<file path="config.mk">
export PLATFORM = sky130hd
export DESIGN_NAME = modcnt_unit
export DESIGN_NICKNAME = d
export VERILOG_FILES = /design/src/rtl/modcnt_pkg.sv /design/src/rtl/modcnt_sync.sv /design/src/rtl/modcnt_tick_sel.sv /design/src/rtl/modcnt_core.sv /design/src/rtl/modcnt_unit.sv
export SDC_FILE = /design/constraint.sdc
export NUM_CORES = 1
export LEC_CHECK = 0
export ABC_AREA = 1
export CORE_MARGIN = 5
export CORE_UTILIZATION = 53
export DETAILED_ROUTE_END_ITERATION = 7
export MAX_ROUTING_LAYER = met4
export PLACE_DENSITY = 0.88
export SLEW_MARGIN = 20
export SYNTH_ARGS = -nofsm -noshare
export SYNTH_HDL_FRONTEND = slang
export SYNTH_SLANG_ARGS = --single-unit
</file>
<file path="constraint.sdc">
create_clock -name clk -period 4 [get_ports clk]
set_input_delay 1.2 -clock clk [delete_from_list [all_inputs] [get_ports clk]]
set_output_delay 1.2 -clock clk [all_outputs]
set_load 0.01 [all_outputs]
</file>
<file path="src/rtl/modcnt_pkg.sv">
package modcnt_pkg;

    localparam int CNT_W     = 16;
    localparam int NUM_PRESC = 6;
    localparam int NUM_SRC   = NUM_PRESC + 2;
    localparam int LVL_W     = 3;

    typedef enum logic [2:0] {
        SRC_P0       = 3'd0,
        SRC_P1       = 3'd1,
        SRC_P2       = 3'd2,
        SRC_P3       = 3'd3,
        SRC_P4       = 3'd4,
        SRC_P5       = 3'd5,
        SRC_EXT_RISE = 3'd6,
        SRC_EXT_FALL = 3'd7
    } clk_src_e;

    // Writable control fields; first member sits at the top of the word.
    typedef struct packed {
        logic [LVL_W-1:0] irq_lvl;  // [9:7]
        logic             drv_b;    // [6]
        logic             drv_a;    // [5]
        logic             ld_fall;  // [4]
        logic             ld_rise;  // [3]
        clk_src_e         sel;      // [2:0]
    } ctrl_t;

    localparam int CTRL_W    = $bits(ctrl_t);
    localparam int BIT_OVF   = CTRL_W;
    localparam int BIT_LDPIN = CTRL_W + 1;
    localparam int BIT_CKPIN = CTRL_W + 2;

    typedef enum logic [1:0] {
        ADDR_MOD  = 2'd0,
        ADDR_CNT  = 2'd1,
        ADDR_CTRL = 2'd2,
        ADDR_NONE = 2'd3
    } reg_addr_e;

    function automatic logic lvl_active(input logic [LVL_W-1:0] lvl);
        return lvl != '0;
    endfunction

endpackage

</file>
<file path="src/rtl/modcnt_sync.sv">
module modcnt_sync #(
    parameter int STAGES = 2
) (
    input  logic clk,
    input  logic rst,
    input  logic din,
    output logic level,
    output logic rise,
    output logic fall
);
    logic [STAGES-1:0] chain;
    logic              prev;

    always_ff @(posedge clk) begin
        if (rst) begin
            chain <= '0;
            prev  <= 1'b0;
        end else begin
            chain <= {chain[STAGES-2:0], din};
            prev  <= chain[STAGES-1];
        end
    end

    assign level = chain[STAGES-1];
    assign rise  = level & ~prev;
    assign fall  = ~level & prev;
endmodule

</file>
<file path="src/rtl/modcnt_tick_sel.sv">
module modcnt_tick_sel
    import modcnt_pkg::*;
(
    input  logic                 clk,
    input  logic                 rst,
    input  logic [NUM_PRESC-1:0] presc_tick,
    input  logic                 ext_rise,
    input  logic                 ext_fall,
    input  clk_src_e             sel,
    input  logic                 sel_wr,
    output logic                 tick
);
    logic [NUM_SRC-1:0] src;
    logic               hold_q;

    assign src = {ext_fall, ext_rise, presc_tick};

    // Block the write clock (old source) and the following clock (new source).
    always_ff @(posedge clk) begin
        if (rst) hold_q <= 1'b0;
        else     hold_q <= sel_wr;
    end

    assign tick = src[sel] & ~sel_wr & ~hold_q;
endmodule

</file>
<file path="src/rtl/modcnt_core.sv">
module modcnt_core #(
    parameter int W = 16
) (
    input  logic         clk,
    input  logic         rst,
    input  logic         tick,
    input  logic         pin_load,
    input  logic         sw_wr,
    input  logic [W-1:0] sw_data,
    input  logic [W-1:0] modulus,
    output logic [W-1:0] count,
    output logic         ovf_pulse
);
    logic at_top;

    assign at_top    = (count == {W{1'b1}});
    assign ovf_pulse = tick & ~pin_load & ~sw_wr & at_top;

    always_ff @(posedge clk) begin
        if (rst)           count <= '0;
        else if (sw_wr)    count <= sw_data;
        else if (pin_load) count <= modulus;
        else if (tick)     count <= at_top ? modulus : count + W'(1);
    end
endmodule

</file>
<file path="src/rtl/modcnt_unit.sv">
module modcnt_unit
    import modcnt_pkg::*;
#(
    parameter int W           = CNT_W,
    parameter int SYNC_STAGES = 2
) (
    input  logic                 clk,
    input  logic                 rst,
    input  logic [NUM_PRESC-1:0] presc_tick,
    input  logic                 ext_clk_pin,
    input  logic                 ext_load_pin,
    input  logic                 reg_we,
    input  logic [1:0]           reg_addr,
    input  logic [W-1:0]         reg_wdata,
    output logic [W-1:0]         reg_rdata,
    output logic                 irq_req,
    output logic [LVL_W-1:0]     irq_level,
    output logic [W-1:0]         tbus_a_val,
    output logic                 tbus_a_en,
    output logic [W-1:0]         tbus_b_val,
    output logic                 tbus_b_en
);
    ctrl_t          ctrl_q;
    logic [W-1:0]   modulus_q;
    logic [W-1:0]   count;
    logic           ovf_flag;
    logic           ovf_pulse;
    logic           tick;
    logic           sel_wr;
    logic           pin_load;
    logic           wr_mod, wr_cnt, wr_ctrl;
    logic           ck_lvl, ck_rise, ck_fall;
    logic           ld_lvl, ld_rise, ld_fall;

    assign wr_mod  = reg_we && (reg_addr_e'(reg_addr) == ADDR_MOD);
    assign wr_cnt  = reg_we && (reg_addr_e'(reg_addr) == ADDR_CNT);
    assign wr_ctrl = reg_we && (reg_addr_e'(reg_addr) == ADDR_CTRL);
    assign sel_wr  = wr_ctrl && (reg_wdata[2:0] != ctrl_q.sel);

    modcnt_sync #(.STAGES(SYNC_STAGES)) u_sync_ck (
        .clk(clk), .rst(rst), .din(ext_clk_pin),
        .level(ck_lvl), .rise(ck_rise), .fall(ck_fall)
    );

    modcnt_sync #(.STAGES(SYNC_STAGES)) u_sync_ld (
        .clk(clk), .rst(rst), .din(ext_load_pin),
        .level(ld_lvl), .rise(ld_rise), .fall(ld_fall)
    );

    modcnt_tick_sel u_tsel (
        .clk(clk), .rst(rst), .presc_tick(presc_tick),
        .ext_rise(ck_rise), .ext_fall(ck_fall),
        .sel(ctrl_q.sel), .sel_wr(sel_wr), .tick(tick)
    );

    assign pin_load = (ctrl_q.ld_rise & ld_rise) | (ctrl_q.ld_fall & ld_fall);

    modcnt_core #(.W(W)) u_core (
        .clk(clk), .rst(rst), .tick(tick), .pin_load(pin_load),
        .sw_wr(wr_cnt), .sw_data(reg_wdata), .modulus(modulus_q),
        .count(count), .ovf_pulse(ovf_pulse)
    );

    always_ff @(posedge clk) begin
        if (rst) begin
            ctrl_q    <= '0;
            modulus_q <= '0;
        end else begin
            if (wr_ctrl) ctrl_q    <= ctrl_t'(reg_wdata[CTRL_W-1:0]);
            if (wr_mod)  modulus_q <= reg_wdata;
        end
    end

    // Sticky flag: overflow outranks a clearing write.
    always_ff @(posedge clk) begin
        if (rst)                              ovf_flag <= 1'b0;
        else if (ovf_pulse)                   ovf_flag <= 1'b1;
        else if (wr_ctrl && !reg_wdata[BIT_OVF]) ovf_flag <= 1'b0;
    end

    always_comb begin
        reg_rdata = '0;
        case (reg_addr_e'(reg_addr))
            ADDR_MOD:  reg_rdata = modulus_q;
            ADDR_CNT:  reg_rdata = count;
            ADDR_CTRL: begin
                reg_rdata[CTRL_W-1:0] = ctrl_q;
                reg_rdata[BIT_OVF]    = ovf_flag;
                reg_rdata[BIT_LDPIN]  = ld_lvl;
                reg_rdata[BIT_CKPIN]  = ck_lvl;
            end
            default:   reg_rdata = '0;
        endcase
    end

    assign irq_level  = ctrl_q.irq_lvl;
    assign irq_req    = ovf_flag && lvl_active(ctrl_q.irq_lvl);
    assign tbus_a_en  = ctrl_q.drv_a;
    assign tbus_b_en  = ctrl_q.drv_b;
    assign tbus_a_val = ctrl_q.drv_a ? count : '0;
    assign tbus_b_val = ctrl_q.drv_b ? count : '0;
endmodule

</file>
=== Word-level counts from Yosys, hierarchy flattened ===
Cells that the tools add are included.

* Register bits after elaboration: 50
* Bits of input ports: 29
* Word-level logic and storage cells: 63

* $add $sub $neg: 1
* Order comparisons: 1
* Equality and inequality tests: 4
* Muxes and demuxes: 12
* Bitwise gates (word level): 20
* Reduce and logical (&&, ||, !) cells: 11

{| class="wikitable"
|+ Operators by type and width
! operator !! number
|-
| 16-bit 2-to-1 mux || 6
|-
| 13-bit case mux with 3 select lines || 1
|-
| 16-bit by 1-bit adder with 16-bit output, second input constant || 1
|-
| 16-bit == test, second input constant || 1
|-
| 1-bit AND || 11
|-
| 1-bit NOT || 8
|-
| 1-bit logical AND || 6
|-
| 3-bit case mux with 2 select lines || 1
|-
| 3-bit nonzero test || 2
|-
| 3-bit by 4-bit less-than comparator with 1-bit output, second input constant || 1
|-
| 1-bit binary-select mux with 3-bit select || 1
|-
| 1-bit 2-to-1 mux || 3
|-
| 3-bit != test || 1
|-
| 2-bit by 1-bit == test with 1-bit output, second input constant || 1
|-
| 2-bit == test, second input constant || 1
|-
| 2-bit logical NOT || 1
|-
| 2-bit nonzero test || 1
|-
| 1-bit logical NOT || 1
|-
| 1-bit bitwise OR || 1
|}

=== Depth between registers and ports, before layout ===
* Depth in word-level cells: 10
* Gate-level depth with buffers: 13
* Gate-level depth less buffers: 12

=== Cells and area by module ===
A second synthesis with hierarchy kept.

* Cells, all modules: 568
* Area, all modules: 3,304.4 um2

{| class="wikitable"
|+ By module, submodules not included
! module !! instances !! cells each !! area each (um2)
|-
| modcnt_unit || 1 || 267 || 1,584.0
|-
| modcnt_core || 1 || 249 || 1,406.3
|-
| modcnt_sync || 2 || 12 || 93.8
|-
| modcnt_tick_sel || 1 || 28 || 126.4
|}

=== Worst setup path after synthesis ===
No wires, ideal clock.

* Path kind: input port to output port
* Start point: input port reg_addr[0]
* End point: output port reg_rdata[13]
* Arrival: 1.935 ns
* Setup slack: 0.865 ns
* Stages on the path: 5
* Path buffers: 1
* Cells stage by stage: inv_1 nor2_2 inv_2 clkbuf_1 o21ai_0

* Cells in the longest elaborated chain, start to end: 2
* Elaborated cells between the ends (all ways): 3
* Classes of those cells: eq/ne: 1; mux: 1; reduce/logical: 1

{| class="wikitable"
|+ Ends and longest elaborated chain
! item !! line !! source
|-
| start: declaration || modcnt_unit.sv:13 || <nowiki>input logic [1:0] reg_addr,</nowiki>
|-
| 2-bit by 1-bit == test with 1-bit output or 2-bit logical NOT (tied branches) || modcnt_unit.sv:83 || <nowiki>case (reg_addr_e'(reg_addr))</nowiki>
|-
| 3-bit case mux with 2 select lines (*) || modcnt_unit.sv:83 ||
|-
| end: declaration || modcnt_unit.sv:15 || <nowiki>output logic [W-1:0] reg_rdata,</nowiki>
|}

Mark *: on every way between the ends. The rest lies on a longest branch, timed or not.

=== Worst setup path after layout ===
* Start point: input port reg_addr[0]
* End point: output port reg_rdata[0]

* Cells in the longest elaborated chain, start to end: 2
* Elaborated cells between the ends (all ways): 4
* Classes of those cells: eq/ne: 2; mux: 1; reduce/logical: 1

{| class="wikitable"
|+ Ends and longest elaborated chain
! item !! line
|-
| 2-bit == test (tied with other cells) || modcnt_unit.sv:83
|-
| 13-bit case mux with 3 select lines (*) || modcnt_unit.sv:83
|}

Marks and branches as above.

==> impl_metrics.py <==
metrics = {
    "sta": {
        "rsz0062_at_grt": "true",
        "hold_violations": 0,
        "worstMarginPinSlew_ns": 0.793,
        "fin_skew_ns": 0.00281,
        "drv_slew": 0,
        "min_period_over_period_pct": 99.7,
        "finalSetupViolations": 0,
        "clock.fmax_ghz": 0.251,
        "slew_headroom_pct": 47.1,
        "hold_slack_ns": 0.413,
        "fin_crit_ns": 3.99,
        "setup_slack_ns": 0.0106,
    },
    "yosys": {
        "synth.distinct_cells": 33,
        "syn_area_mm2": 0.00325,
        "yosys.area_share.simple_pct": 36.5,
        "avgSynthCellArea_um2": 6.16,
        "synth-seq-cells": 50,
        "synth-warning-count": 0,
        "synth_compound_area_share_pct": 16.1,
        "synthAdderAreaFrac_pct": 0.385,
        "netlist_instances": 528,
        "synth_nets": 558,
        "muxShareOfSynthArea_pct": 0,
        "ys_seq_area_share_pct": 30.8,
        "yosys.area_share.xor_xnor_pct": 1.62,
        "synth_top_family_by_area": "simple AND/OR/NAND/NOR gates",
    },
    "setup_path": {
        "cp_data_arrival_time_ns": 2.79,
        "cp_max_fo": 14,
        "rrSetupSlack_ns": 1.72,
        "critPathCaptureType": "output port",
        "r2r_end": "u_core.count[2]",
        "critPathMostFrequentCell": "clkdlybuf4s50_1",
        "worstSetupPathType": "input port to output port",
        "crit_chain": "clkdlybuf4s50_1 > inv_1 > nor2_2 > inv_4 > o221ai_1 > clkdlybuf4s50_1",
        "worstPathRequired_ns": 2.80,
        "cp-endpoint": "reg_rdata[0]",
        "critPathSlowestCell": "clkdlybuf4s50_1",
        "r2r-start": "u_core.count[1]",
        "critical_path.startpoint": "reg_addr[0]",
        "worstSetupStartpointType": "input port",
        "reg2reg_depth": 10,
        "cpPeakStageDelay_ns": 0.57,
    },
    "clocking": {
        "cts_buffer_depth": 2,
        "cts_setup_buffers": 0,
        "htreeDepth": 2,
        "clk_pin_slew_worst_paths_ns": 0.09,
        "root_buffer": "clkbuf_8",
        "worstSkewPairLatency_ns": 0.31,
        "cts_tree": "yes",
        "numCtsBuffers": 5,
        "clock_sinks": 50,
    },
    "detailed_routing": {
        "first_iter_violations": 347,
        "ant_nets": 0,
        "drc": 0,
        "viasPerCell": 5.42,
        "drt-total-wl_mm": 10.2,
        "drt_pass1_iterations": 5,
        "route.vias.total": 3653,
        "wl_per_cell_um": 15.1,
    },
    "floorplanning": {
        "num_rows": 28,
        "fp.coreArea_mm2": 0.00596,
        "dieArea_mm2": 0.00780,
        "pin_count": 83,
        "initial_utilization_pct": 54.6,
        "die_w_um": 88.3,
        "dieHeight_um": 88.3,
    },
    "power_and_ir_drop": {
        "pwr-share-clk_pct": 34.0,
        "combPwrFrac_pct": 20.2,
        "vdd_drop_max_uv": 240,
        "switching_power_mw": 0.377,
        "p_int_mw": 0.890,
        "p_leak_nw": 2.05,
        "powerDensity_mw_per_mm2": 300,
        "p_seq_share_pct": 45.8,
        "sw_frac_of_total_pct": 29.8,
    },
    "placement": {
        "place_area_mm2": 0.00409,
        "dp_hpwl_mm": 7.46,
        "portBuffers": 82,
        "gp_congestion": 0.970,
        "dpl_worst_slack_ns": -0.0256,
    },
    "layout": {
        "finalNetCount": 628,
        "antennaDiodeCount": 0,
        "area_growth_pct": 30.1,
        "postLayoutCoreUtil_pct": 71.0,
        "most-common-layout-cells": "nand2_1 (138), inv_1 (81), clkdlybuf4s50_1 (69), nor2_1 (53), dfxtp_1 (50)",
        "drive_gt1_share_pct": 7.85,
        "fin_area_mm2": 0.00423,
        "final_common_cell": "nand2_1",
    },
    "grt": {
        "grt_overflow": 0,
        "grt_use_total_pct": 27.3,
        "grt_pass1_vias": 3452,
        "antenna_found_initial": 0,
        "grt_max_degree": 31,
        "grt_pass1_wl_mm": 16.3,
    },
    "outcome": {
        "outcome": "finished, final reports clean",
    },
    "worst_hold_path": {
        "hp-class": "register to register",
    },
    "job": {
        "drv_cap": 0,
    },
}
==> critical path, delay by kind of cell <==
family	cells	cell delay, ns
buffers and inverters	4	1.27
AO/OA/AOI/OAI	1	0.16
AND/OR/NAND/NOR	1	0.16
==> worst min-delay path by stage <==
stage	from	end	cells after the start
3_3_place_gp	u_sync_ck.chain[0]	u_sync_ck.chain[1]	2
5_1_grt	u_sync_ck.chain[0]	u_sync_ck.chain[1]	2
3_5_place_dp	u_sync_ck.chain[0]	u_sync_ck.chain[1]	2
2_1_floorplan	u_sync_ck.chain[0]	u_sync_ck.chain[1]	2
6_report	u_sync_ck.chain[0]	u_sync_ck.chain[1]	2
4_1_cts	u_sync_ck.chain[0]	u_sync_ck.chain[1]	2
==> power by group through the flow <==
stage,Clock (mW),Combinational [mW],Sequential (mW)
5_1_grt,0.453,0.285,0.586
2_1_floorplan,0,0.175,0.562
3_3_place_gp,0,0.251,0.587
3_5_place_dp,0,0.256,0.589
4_1_cts,0.431,0.254,0.578
6_report,0.430,0.256,0.580
==> cells in the mapped netlist <==
cell,number,area share [%]
xnor2_1,4,1.1
a31oi_1,1,0.19
o221ai_1,11,3.0
nor2_1,53,6.1
nand3_1,40,6.2
a21oi_2,3,0.81
nand4_4,1,0.65
nand3_2,4,1.2
buf_4,6,1.4
nand4_1,6,1.2
clkinv_1,1,0.12
clkbuf_1,15,1.7
buf_8,1,0.46
or2_0,4,0.77
dfxtp_1,50,31
o21ai_1,1,0.15
inv_2,5,0.58
nor2_2,3,0.58
or2_2,5,0.96
nor2_4,2,0.69
nand2_2,5,0.96
a21oi_1,32,4.9
ha_1,1,0.38
nand2_1,138,16
o211ai_1,2,0.46
buf_6,1,0.35
nor2_8,1,0.62
o21ai_0,43,6.6
buf_1,1,0.12
inv_1,81,9.4
buf_2,3,0.46
xor2_1,2,0.54
nand2_4,2,0.69
==> layer usage <==
layer / track usage [%] / wire (um) / vias to the layer above / share of wire, %
li1: - / - / 1800 / -
met1: 35.5 / 4430 / 1674 / 44
met2: 44.1 / 4830 / 164 / 48
met3: 4.10 / 753 / 15 / 7.4
met4: 8.24 / 145 / 0 / 1.4
met5: - / 0 / - / 0
==> logic make-up (layout without fill, tap and decap cells) <==
kind of cell	count (synthesis)	after routing
AOI/OAI and AO/OA	93	93
DFF	50	50
adders and majority gates	1	1
buffers and inverters	114	185
xor gates and xnor gates	6	6
and+or+nand+nor	264	264
==> through the flow <==
| step | std cells | power, mW | setup TNS, ns |
|---|---|---|---|
| floorplan | 528 | 0.737 | 0 |
| global placement | 666 | 0.839 | -0.0556 |
| detailed placement | 666 | 0.845 | -0.111 |
| CTS | 674 | 1.26 | 0 |
| global route | 674 | 1.32 | -0.212 |
| finish | 674 | 1.27 | 0 |
==> flip-flops by register name, indices dropped and copies added, names as in the netlist <==
register and cells:
u_sync_ck.chain 2, irq_level 3, u_sync_ld.chain 2, ctrl_q 5
ovf_flag 1, modulus_q 16, u_tsel.hold_q 1, u_core.count 16
u_sync_ld.prev 1, tbus_b_en 1, tbus_a_en 1, u_sync_ck.prev 1
==> final cells by class <==
type | count | area [um^2]
flip-flops and latches | 50 | 1000
multi-input cells | 364 | 1780
inverters | 87 | 329
clock buffers | 5 | 68.8
repair buffers | 90 | 892
well taps | 75 | 93.8
clock inverters | 3 | 68.8
fillers | 530 | 1730
==> repair_timing <==
item | 4_1_cts | 5_1_grt
hold buffers | 0 | 0
endpoints found under the hold margin | 0 | 0
endpoints found under the setup margin | 10 | 6
resized for setup | 10 | 6
(Power assumes the default switching activity.)
